File: config.mk
export PLATFORM = sky130hd
export DESIGN_NAME = nibble_link_slave
export DESIGN_NICKNAME = d
export VERILOG_FILES = /design/src/rtl/nls_pkg.sv /design/src/rtl/nls_strobe_decode.sv /design/src/rtl/nls_seq_fsm.sv /design/src/rtl/nls_regfile.sv /design/src/rtl/nls_nib_packer.sv /design/src/rtl/nibble_link_slave.sv
export SDC_FILE = /design/constraint.sdc
export NUM_CORES = 1
export LEC_CHECK = 0
export ABC_AREA = 1
export BUFFER_PORTS_ARGS = -buffer_cell sky130_fd_sc_hd__buf_4
export CORE_AREA = 2 2 126 178
export CTS_BUF_LIST = sky130_fd_sc_hd__clkbuf_4 sky130_fd_sc_hd__clkbuf_8 sky130_fd_sc_hd__clkbuf_16
export DETAILED_ROUTE_END_ITERATION = 8
export DIE_AREA = 0 0 128 180
export GPL_ROUTABILITY_DRIVEN = 0
export SKIP_CTS_REPAIR_TIMING = 1
export SYNTH_ARGS = -nofsm -noshare
export SYNTH_HDL_FRONTEND = slang
export SYNTH_SLANG_ARGS = --single-unit
File: constraint.sdc
create_clock -name clk -period 3.55 [get_ports clk]
set_input_delay 0.355 -clock clk [delete_from_list [all_inputs] [get_ports clk]]
set_output_delay 0.355 -clock clk [all_outputs]
set_load 0.01 [all_outputs]
File: src/rtl/nls_pkg.sv
// Shared types and command codes for the nibble-link register slave.
// Assumes the command field sits in the top three bits of each bus byte.
package nls_pkg;
    localparam logic [2:0] CMD_END  = 3'b111;
    localparam logic [2:0] CMD_WSEL = 3'b010;
    localparam logic [2:0] CMD_RSEL = 3'b110;
    localparam logic [2:0] CMD_DATA = 3'b000;

    typedef enum logic [2:0] {
        ST_IDLE  = 3'd0,
        ST_WSEL  = 3'd1,
        ST_WDONE = 3'd2,
        ST_STRM  = 3'd3,
        ST_RSEL  = 3'd4
    } seq_st_t;

    // True for the four command codes the link defines
    function automatic logic cmd_known(input logic [2:0] c);
        return (c == CMD_END) || (c == CMD_WSEL) || (c == CMD_RSEL) || (c == CMD_DATA);
    endfunction
endpackage

File: src/rtl/nls_strobe_decode.sv
// Detects the strobe's rising edge and splits the bus byte into fields.
// Assumes bus_stb is synchronous to clk and data is stable while it is high.
module nls_strobe_decode #(
    parameter int NIB_W = 4
) (
    input  logic                 clk,
    input  logic                 rst_n,
    input  logic [NIB_W+3:0]     bus_data,
    input  logic                 bus_stb,
    output logic                 byte_evt,
    output logic [2:0]           cmd,
    output logic                 bank,
    output logic [NIB_W-1:0]     nib
);
    localparam int BYTE_W = NIB_W + 4;

    logic stb_q;

    // Remember last strobe level for edge detection
    always_ff @(posedge clk) begin
        if (!rst_n) stb_q <= 1'b0;
        else        stb_q <= bus_stb;
    end

    // Field extraction and one-cycle byte event
    always_comb begin
        byte_evt = bus_stb && !stb_q;
        cmd      = bus_data[BYTE_W-1 -: 3];
        bank     = bus_data[NIB_W];
        nib      = bus_data[NIB_W-1:0];
    end
endmodule

File: src/rtl/nls_seq_fsm.sv
// Command sequencer: tracks write/read/stream state, latches the register
// address and emits commit, stream-nibble and port-advance controls.
// Assumes at most one byte event per cycle.
module nls_seq_fsm
    import nls_pkg::*;
#(
    parameter int NIB_W    = 4,
    parameter int PORT_IDX = 14
) (
    input  logic                 clk,
    input  logic                 rst_n,
    input  logic                 byte_evt,
    input  logic [2:0]           cmd,
    input  logic                 bank,
    input  logic [NIB_W-1:0]     nib,
    output logic                 wr_en,
    output logic [NIB_W:0]       wr_addr,
    output logic [NIB_W-1:0]     wr_data,
    output logic                 rd_active,
    output logic [NIB_W:0]       rd_addr,
    output logic                 strm_evt,
    output logic                 strm_hi,
    output logic [NIB_W-1:0]     strm_nib,
    output logic                 strm_flush,
    output logic                 port_adv
);
    localparam int ADDR_W = NIB_W + 1;
    localparam logic [ADDR_W-1:0] PORT_LO = ADDR_W'(PORT_IDX);
    localparam logic [ADDR_W-1:0] PORT_HI = {1'b1, PORT_LO[ADDR_W-2:0]};

    seq_st_t           st_q, st_n;
    logic [ADDR_W-1:0] addr_q, addr_n;
    logic              adv_q, adv_n;
    logic [ADDR_W-1:0] addr_in;
    logic              known;

    assign addr_in = {bank, nib};
    assign known   = cmd_known(cmd);

    // State, latched address and advance pulse registers
    always_ff @(posedge clk) begin
        if (!rst_n) begin
            st_q   <= ST_IDLE;
            addr_q <= '0;
            adv_q  <= 1'b0;
        end else begin
            st_q   <= st_n;
            addr_q <= addr_n;
            adv_q  <= adv_n;
        end
    end

    // Next-state decode of one accepted byte
    always_comb begin
        st_n       = st_q;
        addr_n     = addr_q;
        adv_n      = 1'b0;
        wr_en      = 1'b0;
        strm_evt   = 1'b0;
        strm_flush = 1'b0;
        if (byte_evt && known) begin
            if (st_q == ST_RSEL && addr_q == PORT_HI &&
                !(cmd == CMD_RSEL && addr_in == PORT_HI))
                adv_n = 1'b1;
            if (st_q == ST_STRM && cmd != CMD_DATA)
                strm_flush = 1'b1;
            case (cmd)
                CMD_END: st_n = ST_IDLE;
                CMD_WSEL: begin
                    if (st_q != ST_WSEL) begin
                        st_n   = ST_WSEL;
                        addr_n = addr_in;
                    end
                end
                CMD_RSEL: begin
                    st_n   = ST_RSEL;
                    addr_n = addr_in;
                end
                default: begin
                    if (st_q == ST_WSEL) begin
                        if (addr_q == PORT_LO) begin
                            st_n     = ST_STRM;
                            strm_evt = 1'b1;
                        end else begin
                            st_n  = ST_WDONE;
                            wr_en = 1'b1;
                        end
                    end else if (st_q == ST_STRM) begin
                        strm_evt = 1'b1;
                    end
                end
            endcase
        end
    end

    // Output fields
    always_comb begin
        wr_addr   = addr_q;
        wr_data   = nib;
        rd_active = (st_q == ST_RSEL);
        rd_addr   = addr_q;
        strm_hi   = bank;
        strm_nib  = nib;
        port_adv  = adv_q;
    end
endmodule

File: src/rtl/nls_regfile.sv
// Nibble register file with a write-one-to-clear event register, a mask
// register driving irq, and a control bit that clears the whole file.
// Assumes EVT_N <= NIB_W and distinct special indices.
module nls_regfile #(
    parameter int NIB_W   = 4,
    parameter int EVT_N   = 3,
    parameter int ISR_IDX = 10,
    parameter int IMR_IDX = 11,
    parameter int RST_IDX = 28,
    parameter int RST_BIT = 2
) (
    input  logic                 clk,
    input  logic                 rst_n,
    input  logic                 wr_en,
    input  logic [NIB_W:0]       wr_addr,
    input  logic [NIB_W-1:0]     wr_data,
    input  logic [EVT_N-1:0]     evt,
    input  logic [NIB_W:0]       rd_addr,
    output logic [NIB_W-1:0]     rd_data,
    output logic                 irq
);
    localparam int ADDR_W = NIB_W + 1;
    localparam int REG_N  = 1 << ADDR_W;

    logic [NIB_W-1:0] regs_w [REG_N];
    logic             clr_all;

    assign clr_all = regs_w[RST_IDX][RST_BIT];

    for (genvar i = 0; i < REG_N; i++) begin : g_reg
        logic [NIB_W-1:0] q;
        logic             hit;
        assign hit       = wr_en && (wr_addr == ADDR_W'(i));
        assign regs_w[i] = q;
        if (i == ISR_IDX) begin : g_isr
            logic [EVT_N-1:0] clr_m;
            assign clr_m = hit ? wr_data[EVT_N-1:0] : '0;
            // Event flags: set by hardware, cleared by writing ones
            always_ff @(posedge clk) begin
                if (!rst_n)       q <= '0;
                else if (clr_all) q <= '0;
                else              q <= NIB_W'((q[EVT_N-1:0] & ~clr_m) | evt);
            end
        end else begin : g_plain
            // Plain storage nibble
            always_ff @(posedge clk) begin
                if (!rst_n)       q <= '0;
                else if (clr_all) q <= '0;
                else if (hit)     q <= wr_data;
            end
        end
    end

    // Read port and masked interrupt
    always_comb begin
        rd_data = regs_w[rd_addr];
        irq     = |(regs_w[ISR_IDX][EVT_N-1:0] & regs_w[IMR_IDX][EVT_N-1:0]);
    end
endmodule

File: src/rtl/nls_nib_packer.sv
// Packs low/high stream nibbles into bytes on a one-entry valid/ready output.
// Assumes a completed byte is dropped when the output is stalled.
module nls_nib_packer #(
    parameter int NIB_W = 4
) (
    input  logic                 clk,
    input  logic                 rst_n,
    input  logic                 strm_evt,
    input  logic                 strm_hi,
    input  logic [NIB_W-1:0]     strm_nib,
    input  logic                 strm_flush,
    input  logic                 sb_ready,
    output logic                 sb_valid,
    output logic [2*NIB_W-1:0]   sb_data
);
    logic [NIB_W-1:0] lo_q;
    logic             lo_vld;
    logic             emit, free;

    assign emit = strm_evt && strm_hi && lo_vld;
    assign free = !sb_valid || sb_ready;

    // Pending low half
    always_ff @(posedge clk) begin
        if (!rst_n) begin
            lo_q   <= '0;
            lo_vld <= 1'b0;
        end else if (strm_flush) begin
            lo_vld <= 1'b0;
        end else if (strm_evt) begin
            if (!strm_hi) begin
                lo_q   <= strm_nib;
                lo_vld <= 1'b1;
            end else begin
                lo_vld <= 1'b0;
            end
        end
    end

    // Output holding register with handshake
    always_ff @(posedge clk) begin
        if (!rst_n) begin
            sb_valid <= 1'b0;
            sb_data  <= '0;
        end else if (emit && free) begin
            sb_valid <= 1'b1;
            sb_data  <= {strm_nib, lo_q};
        end else if (sb_valid && sb_ready) begin
            sb_valid <= 1'b0;
        end
    end
endmodule

File: src/rtl/nibble_link_slave.sv
// Top of the nibble-link register slave: byte decode, sequencer, register
// file, stream packer and the status-line read mux.
// Assumes a synchronous host strobe and an external byte source for reads.
module nibble_link_slave #(
    parameter int NIB_W    = 4,
    parameter int PORT_IDX = 14,
    parameter int ISR_IDX  = 10,
    parameter int IMR_IDX  = 11,
    parameter int RST_IDX  = 28,
    parameter int RST_BIT  = 2
) (
    input  logic                 clk,
    input  logic                 rst_n,
    input  logic [NIB_W+3:0]     bus_data,
    input  logic                 bus_stb,
    output logic [NIB_W-1:0]     st_nib,
    output logic                 irq,
    input  logic                 evt_tx_ok,
    input  logic                 evt_tx_err,
    input  logic                 evt_rx_ok,
    input  logic [2*NIB_W-1:0]   port_rd_data,
    output logic                 port_rd_adv,
    output logic                 sb_valid,
    output logic [2*NIB_W-1:0]   sb_data,
    input  logic                 sb_ready
);
    localparam int ADDR_W = NIB_W + 1;
    localparam int EVT_N  = 3;
    localparam logic [ADDR_W-1:0] PORT_LO = ADDR_W'(PORT_IDX);
    localparam logic [ADDR_W-1:0] PORT_HI = {1'b1, PORT_LO[ADDR_W-2:0]};

    logic              byte_evt, bank;
    logic [2:0]        cmd;
    logic [NIB_W-1:0]  nib;
    logic              wr_en, rd_active, strm_evt, strm_hi, strm_flush;
    logic [ADDR_W-1:0] wr_addr, rd_addr;
    logic [NIB_W-1:0]  wr_data, strm_nib, reg_rd;

    nls_strobe_decode #(.NIB_W(NIB_W)) u_dec (
        .clk(clk), .rst_n(rst_n), .bus_data(bus_data), .bus_stb(bus_stb),
        .byte_evt(byte_evt), .cmd(cmd), .bank(bank), .nib(nib)
    );

    nls_seq_fsm #(.NIB_W(NIB_W), .PORT_IDX(PORT_IDX)) u_seq (
        .clk(clk), .rst_n(rst_n), .byte_evt(byte_evt), .cmd(cmd), .bank(bank),
        .nib(nib), .wr_en(wr_en), .wr_addr(wr_addr), .wr_data(wr_data),
        .rd_active(rd_active), .rd_addr(rd_addr), .strm_evt(strm_evt),
        .strm_hi(strm_hi), .strm_nib(strm_nib), .strm_flush(strm_flush),
        .port_adv(port_rd_adv)
    );

    nls_regfile #(
        .NIB_W(NIB_W), .EVT_N(EVT_N), .ISR_IDX(ISR_IDX), .IMR_IDX(IMR_IDX),
        .RST_IDX(RST_IDX), .RST_BIT(RST_BIT)
    ) u_rf (
        .clk(clk), .rst_n(rst_n), .wr_en(wr_en), .wr_addr(wr_addr),
        .wr_data(wr_data), .evt({evt_rx_ok, evt_tx_err, evt_tx_ok}),
        .rd_addr(rd_addr), .rd_data(reg_rd), .irq(irq)
    );

    nls_nib_packer #(.NIB_W(NIB_W)) u_pack (
        .clk(clk), .rst_n(rst_n), .strm_evt(strm_evt), .strm_hi(strm_hi),
        .strm_nib(strm_nib), .strm_flush(strm_flush), .sb_ready(sb_ready),
        .sb_valid(sb_valid), .sb_data(sb_data)
    );

    // Status-line nibble: register, data-port half, or zero when idle
    always_comb begin
        if (!rd_active)             st_nib = '0;
        else if (rd_addr == PORT_LO) st_nib = port_rd_data[NIB_W-1:0];
        else if (rd_addr == PORT_HI) st_nib = port_rd_data[2*NIB_W-1:NIB_W];
        else                         st_nib = reg_rd;
    end
endmodule

==> Yosys cells after proc, flatten, opt, wreduce, memory -nomap -nowiden <==
Cells that the tools add are included.
{ "classes": {"n_bitwise": 9, "n_reduce_logical": 64, "muxes": 28, "n_lt_le_gt_ge": 1, "eq_ne": 40} }
{ "ops": {"columns": ["cell", "n"], "rows": [
  ["equality test 5 bit (second input constant)", 17],
  ["logical AND 1 bit", 42],
  ["equality test 5 x 4 -> 1 bit (second input constant)", 8],
  ["binary-select mux 4 bit (select 5 bit)", 1],
  ["equality test 5 x 3 -> 1 bit (second input constant)", 4],
  ["two-way mux 4 bit", 5],
  ["two-way mux 1 bit", 16],
  ["equality test 5 x 2 -> 1 bit (second input constant)", 2],
  ["one-hot mux 5 bit (2 select lines)", 1],
  ["equality test 3 bit (second input constant)", 3],
  ["two-way mux 3 bit", 3],
  ["one-hot mux 3 bit (3 select lines)", 1],
  ["AND reduction 3 bit", 3],
  ["OR reduction 3 bit", 3],
  ["equality test 3 x 2 -> 1 bit (second input constant)", 2],
  ["greater-or-equal comparator 6 bit (second input constant)", 1],
  ["inverter 5 -> 6 bit", 1],
  ["equality test 5 x 1 -> 1 bit (second input constant)", 1],
  ["logical NOT 5 bit", 1],
  ["two-way mux 5 bit", 1],
  ["bitwise AND 3 x 4 -> 4 bit", 1],
  ["logical OR 1 bit", 4],
  ["inverter 1 bit", 4],
  ["inverter 3 -> 4 bit", 1],
  ["12 further kinds", 16]
]} }
{ "word_totals": {"word_cells": 183, "output_inout_bits": 15, "reg_bits": 152} }

==> Longest topological paths before layout <==
{ "logic_depth": {"depth_word": 11, "ltp_mapped": 13, "ltp_nobuf": 11} }

==> Modules after synthesis <==
Synthesis repeated with hierarchy kept, for this count alone.
{ "hier_totals": {"cells_unflattened": 1137, "hier_area_um2": 7564.8} }
{ "by_module_without_submodules": {"columns": ["module", "area_each_um2", "n_inst", "cells_each"], "rows": [
  ["nls_regfile", 6055.8, 1, 902],
  ["nls_seq_fsm", 666.9, 1, 106],
  ["nls_nib_packer", 589.3, 1, 85],
  ["nibble_link_slave", 155.1, 1, 31],
  ["nls_strobe_decode", 97.6, 1, 13]
]} }

==> Worst setup path before layout <==
OpenSTA, ideal clock, no wires.
{ "synth_path": {"path_type": "register to output", "start": "reg u_seq.addr_q[0], in the netlist u_seq.rd_addr[0]", "end": "out st_nib[2]", "n_path_buf": 3, "required_time_ns": 3.195, "setup_slack_ns": 1.597, "stages_incl_launch_ff": 14, "arrival_ns": 1.598, "path_cell_list": "dfxtp_1 buf_2 clkbuf_1 buf_1 nand2_1 nand2_1 nand2_1 nand2_1 nand2_1 nand2_1 o21ai_0 nand3_1 nand2_1 inv_1"} }
{ "synth_between": {"elab_chain_len": 7, "word_cells_on_any_way": 9, "cone_classes": "eq/ne: 2; mux: 6; bitwise: 1"} }
{ "synth_rtl": {"columns": ["item", "line", "rtl"], "rows": [
  ["start, declared", "nls_seq_fsm.sv:32", "logic [ADDR_W-1:0] addr_q, addr_n;"],
  ["start signal, assigned", "nls_seq_fsm.sv:48", "addr_q <= addr_n;"],
  ["inverter 5 -> 6 bit (not written as such)", "nls_regfile.sv:56", "rd_data = regs_w[rd_addr];"],
  ["binary-select mux 4 bit (select 5 bit)", "nls_regfile.sv:56", null],
  ["two-way mux 4 bit (not written as such) (2 in series)", "nls_regfile.sv:56", null],
  ["two-way mux 4 bit", "nibble_link_slave.sv:71", "else if (rd_addr == PORT_HI) st_nib = port_rd_data[2*NIB_W-1:NIB_W];"],
  ["two-way mux 4 bit (*)", "nibble_link_slave.sv:70", "else if (rd_addr == PORT_LO) st_nib = port_rd_data[NIB_W-1:0];"],
  ["two-way mux 4 bit (*)", "nibble_link_slave.sv:69", "if (!rd_active) st_nib = '0;"],
  ["end, declared", "nibble_link_slave.sv:16", "output logic [NIB_W-1:0] st_nib,"]
]} }
Mark *: on every way between the ends. The rest lies on a longest branch, timed or not. The select of a mux whose other input is x is not followed.

==> Final worst setup path <==
{ "layout_path": {"start": "reg u_seq.addr_q[1], in the netlist u_seq.rd_addr[1]", "end": "out st_nib[0]"} }
Same word-level chain as after synthesis.

==> results_dict.tcl <==
set metrics [dict create \
    placed_area_um2 7908 \
    fin_hold_ws_ps 100.3 \
    skew_ps 8.929 \
    clk_path_buf_depth 2 \
    slew_violations 0 \
    final_area_um2 8548 \
    p_leak_nw 3.808 \
    fin_crit_ps 2998 \
    syn_area_per_cell_um2 5.978 \
    grt_pass1_vias 6563 \
    wl_mm 20.53 \
    final.setup.tns_ps 0 \
    drc_errors 0 \
    max_freq_mhz 333.6 \
    fin_total_pwr_mw 3.850 \
    arrival_ps 2640 \
    diodes 0 \
    ys_types 24 \
    grt_max_degree 120 \
    instances_no_fill 1529 \
    synth_fp_nets 1263 \
    initial_utilization_pct 34.54 \
    port_buffers 37 \
    maxSlewHeadroom_pct 33.18 \
    ys_top_cells_by_area "dfxtp_1 (41%), nand2_1 (31%), nor2_1 (14%)" \
    via_per_inst 4.649 \
    hold_viol 0 \
    drive_gt1_share_pct 8.538 \
    wire_per_inst_um 13.43 \
    worst_pin_slew_ps 996.2 \
    r2r_end "u_rf.g_reg[18].q[1]" \
    dpl.hpwl_mm 13.55 \
    gr-total-overflow 0 \
    n_fill_cell 2282 \
    min_period_over_period_pct 84.45 \
    dp.cells 1497 \
    synth_top_cell_by_area "dfxtp_1" \
    cts_root_buffer "clkbuf_16" \
    grt_pass1_wl_mm 33.20 \
    dr.pass1.iters 4 \
    area_growth_syn_to_layout_pct 15.33 \
    worst_hold_path_type "input pin to flop" \
    layout.nets 1275 \
    drt_iter0_drc 553 \
    insertion_delay_ps 440 \
    dieHeight_um 180 \
    grt.total_usage_pct 18.38 \
    grt_setup_unrepaired "no" \
    p_per_area_nw_per_um2 450.4 \
    tritoncts.num_buffers 17 \
    core_area_um2 21460 \
    die_w_um 128 \
    start_kind "flop" \
    criticalPathCategory "flop to output pin" \
    ys_seq_elements 151 \
    vias 7109 \
    ant_nets 0 \
    setup_viol 0 \
    reg2reg_slack_ps 1040 \
    peakVddDrop_v 0.0002351 \
    clock_sinks 151 \
    hp-start "bus_stb" \
    cts_tree "built" \
    netlist.area_leader.share_pct 40.78 \
    cp_max_fo 18 \
    synth.yosys.seq_area_share_pct 40.78 \
    rr_worst_depth 9 \
    synthCells 1240 \
    max_cap_viol_count 0 \
    syn_area_um2 7412 \
    status "finished, final reports clean" \
    num_rows 64 \
    ioPinCount 38 \
    htreeDepth 4 \
    crit_required_ps 3190 \
    reg2reg_from "u_seq.st_q[0]" \
    min_path_cells 3 \
    die-area_um2 23040 \
    clkTransAtPathRegs_ps 70 \
    hold_path_end "u_dec.stb_q" \
    antenna_found_initial 0 \
    yosys_warnings 0 \
    end_kind "output pin" \
]
[cells in the final DEF (no fill, tap or decap), types with 2 or more instances in the layout]
| cell | instances |
|---|---|
| clkinv_1 | 2 |
| dfxtp_1 | 150 |
| buf_4 | 45 |
| o21ai_0 | 19 |
| nand2_1 | 603 |
| nor4_1 | 2 |
| bufinv_16 | 4 |
| nand2_2 | 2 |
| clkinv_4 | 7 |
| inv_2 | 2 |
| nand3_1 | 31 |
| buf_12 | 2 |
| clkbuf_16 | 17 |
| nor2_2 | 2 |
| nor3_1 | 4 |
| nor2_4 | 20 |
| nor2_1 | 278 |
| clkinvlp_4 | 2 |
| a21oi_1 | 21 |
| inv_1 | 42 |
[Yosys cell counts]
master,count
nand4_1,1
o22ai_1,1
dfxtp_1,151
a31oi_1,1
nand2_2,2
clkbuf_1,26
a311oi_1,1
nor4_1,2
nand2_1,603
buf_6,2
nand3_1,31
a21oi_1,21
nor3_2,1
buf_1,23
nor2_4,19
o31ai_1,1
inv_1,44
a211oi_2,1
nor2_2,2
o21ai_0,19
buf_2,3
nor3_1,4
inv_2,2
nor2_1,279
[logic make-up (layout without fill, tap and decap cells)]
family / after synthesis / after routing / synth area share [%]
AND/OR/NAND/NOR: 944 / 944 / 50.64
AO/OA/AOI/OAI: 45 / 45 / 3.258
buffers and inverters: 100 / 125 / 5.317
flip-flops: 151 / 151 / 40.78
[where the power goes]
part / internal [mW] / leakage, nW / switching [mW] / total, mW
Combinational: 0.0513 / 2.28 / 0.137 / 0.188
Clock: 1.20 / 0.306 / 0.756 / 1.96
Sequential: 1.70 / 1.22 / 0.00606 / 1.71
Total: 2.95 / 3.81 / 0.900 / 3.85
[final cells by class]
cell class | instances | area [um^2] | area share, %
Multi-Input combinational cell | 989 | 4003 | 46.82
Tap cell | 264 | 330.3 | 3.864
Clock inverter | 14 | 201.4 | 2.357
Clock buffer | 18 | 439.2 | 5.138
Inverter | 46 | 172.7 | 2.020
Sequential cell | 151 | 3024 | 35.38
Timing Repair Buffer | 47 | 377.9 | 4.420
[sequential cells by signal, summed over array words and instances (netlist names)]
name and count:
u_dec.stb_q 1, u_pack.lo_q 4, u_pack.lo_vld 1, u_pack.sb_data 8, u_pack.sb_valid 1, u_rf.g.q 127
u_seq.port_adv 1, u_seq.rd_addr 5, u_seq.st_q 3
[through the flow]
| stage | setup WS [ps] | util (%) |
|---|---|---|
| finish | 552.0 | 39.83 |
| global route | 327.2 | 39.83 |
| CTS | 548.3 | 39.83 |
| detailed placement | 1021 | 36.85 |
| global placement | 1030 | 36.85 |
| floorplan | 1597 | - |
[worst max path at each step]
stage	to	start	cells after the start
global route	st_nib[3]	u_seq.rd_addr[0]	12
floorplan	st_nib[2]	u_seq.rd_addr[0]	13
finish	st_nib[0]	u_seq.rd_addr[1]	12
CTS	st_nib[0]	u_seq.rd_addr[0]	12
global placement	st_nib[0]	u_seq.rd_addr[0]	12
detailed placement	st_nib[0]	u_seq.rd_addr[0]	12
[per-layer routing]
layer | global-route usage, % | wire (um) | vias to the layer above
met5 | 0 | 0 | -
met4 | 10.02 | 792 | 0
met3 | 3.363 | 690 | 56
met2 | 31.96 | 10240 | 157
met1 | 21.04 | 8805 | 3130
li1 | - | - | 3766
[critical path, stage by stage, from the launching register on]
cell and delay (ps):
dfxtp_1 630, buf_4 330, nand2_1 70, inv_1 380, nand2_1 100, nand3_1 100, nand2_1 70, nand2_1 90
o21ai_0 90, nand3_1 90, nand2_1 50, inv_1 80, buf_4 110
(Power assumes the default switching activity.)
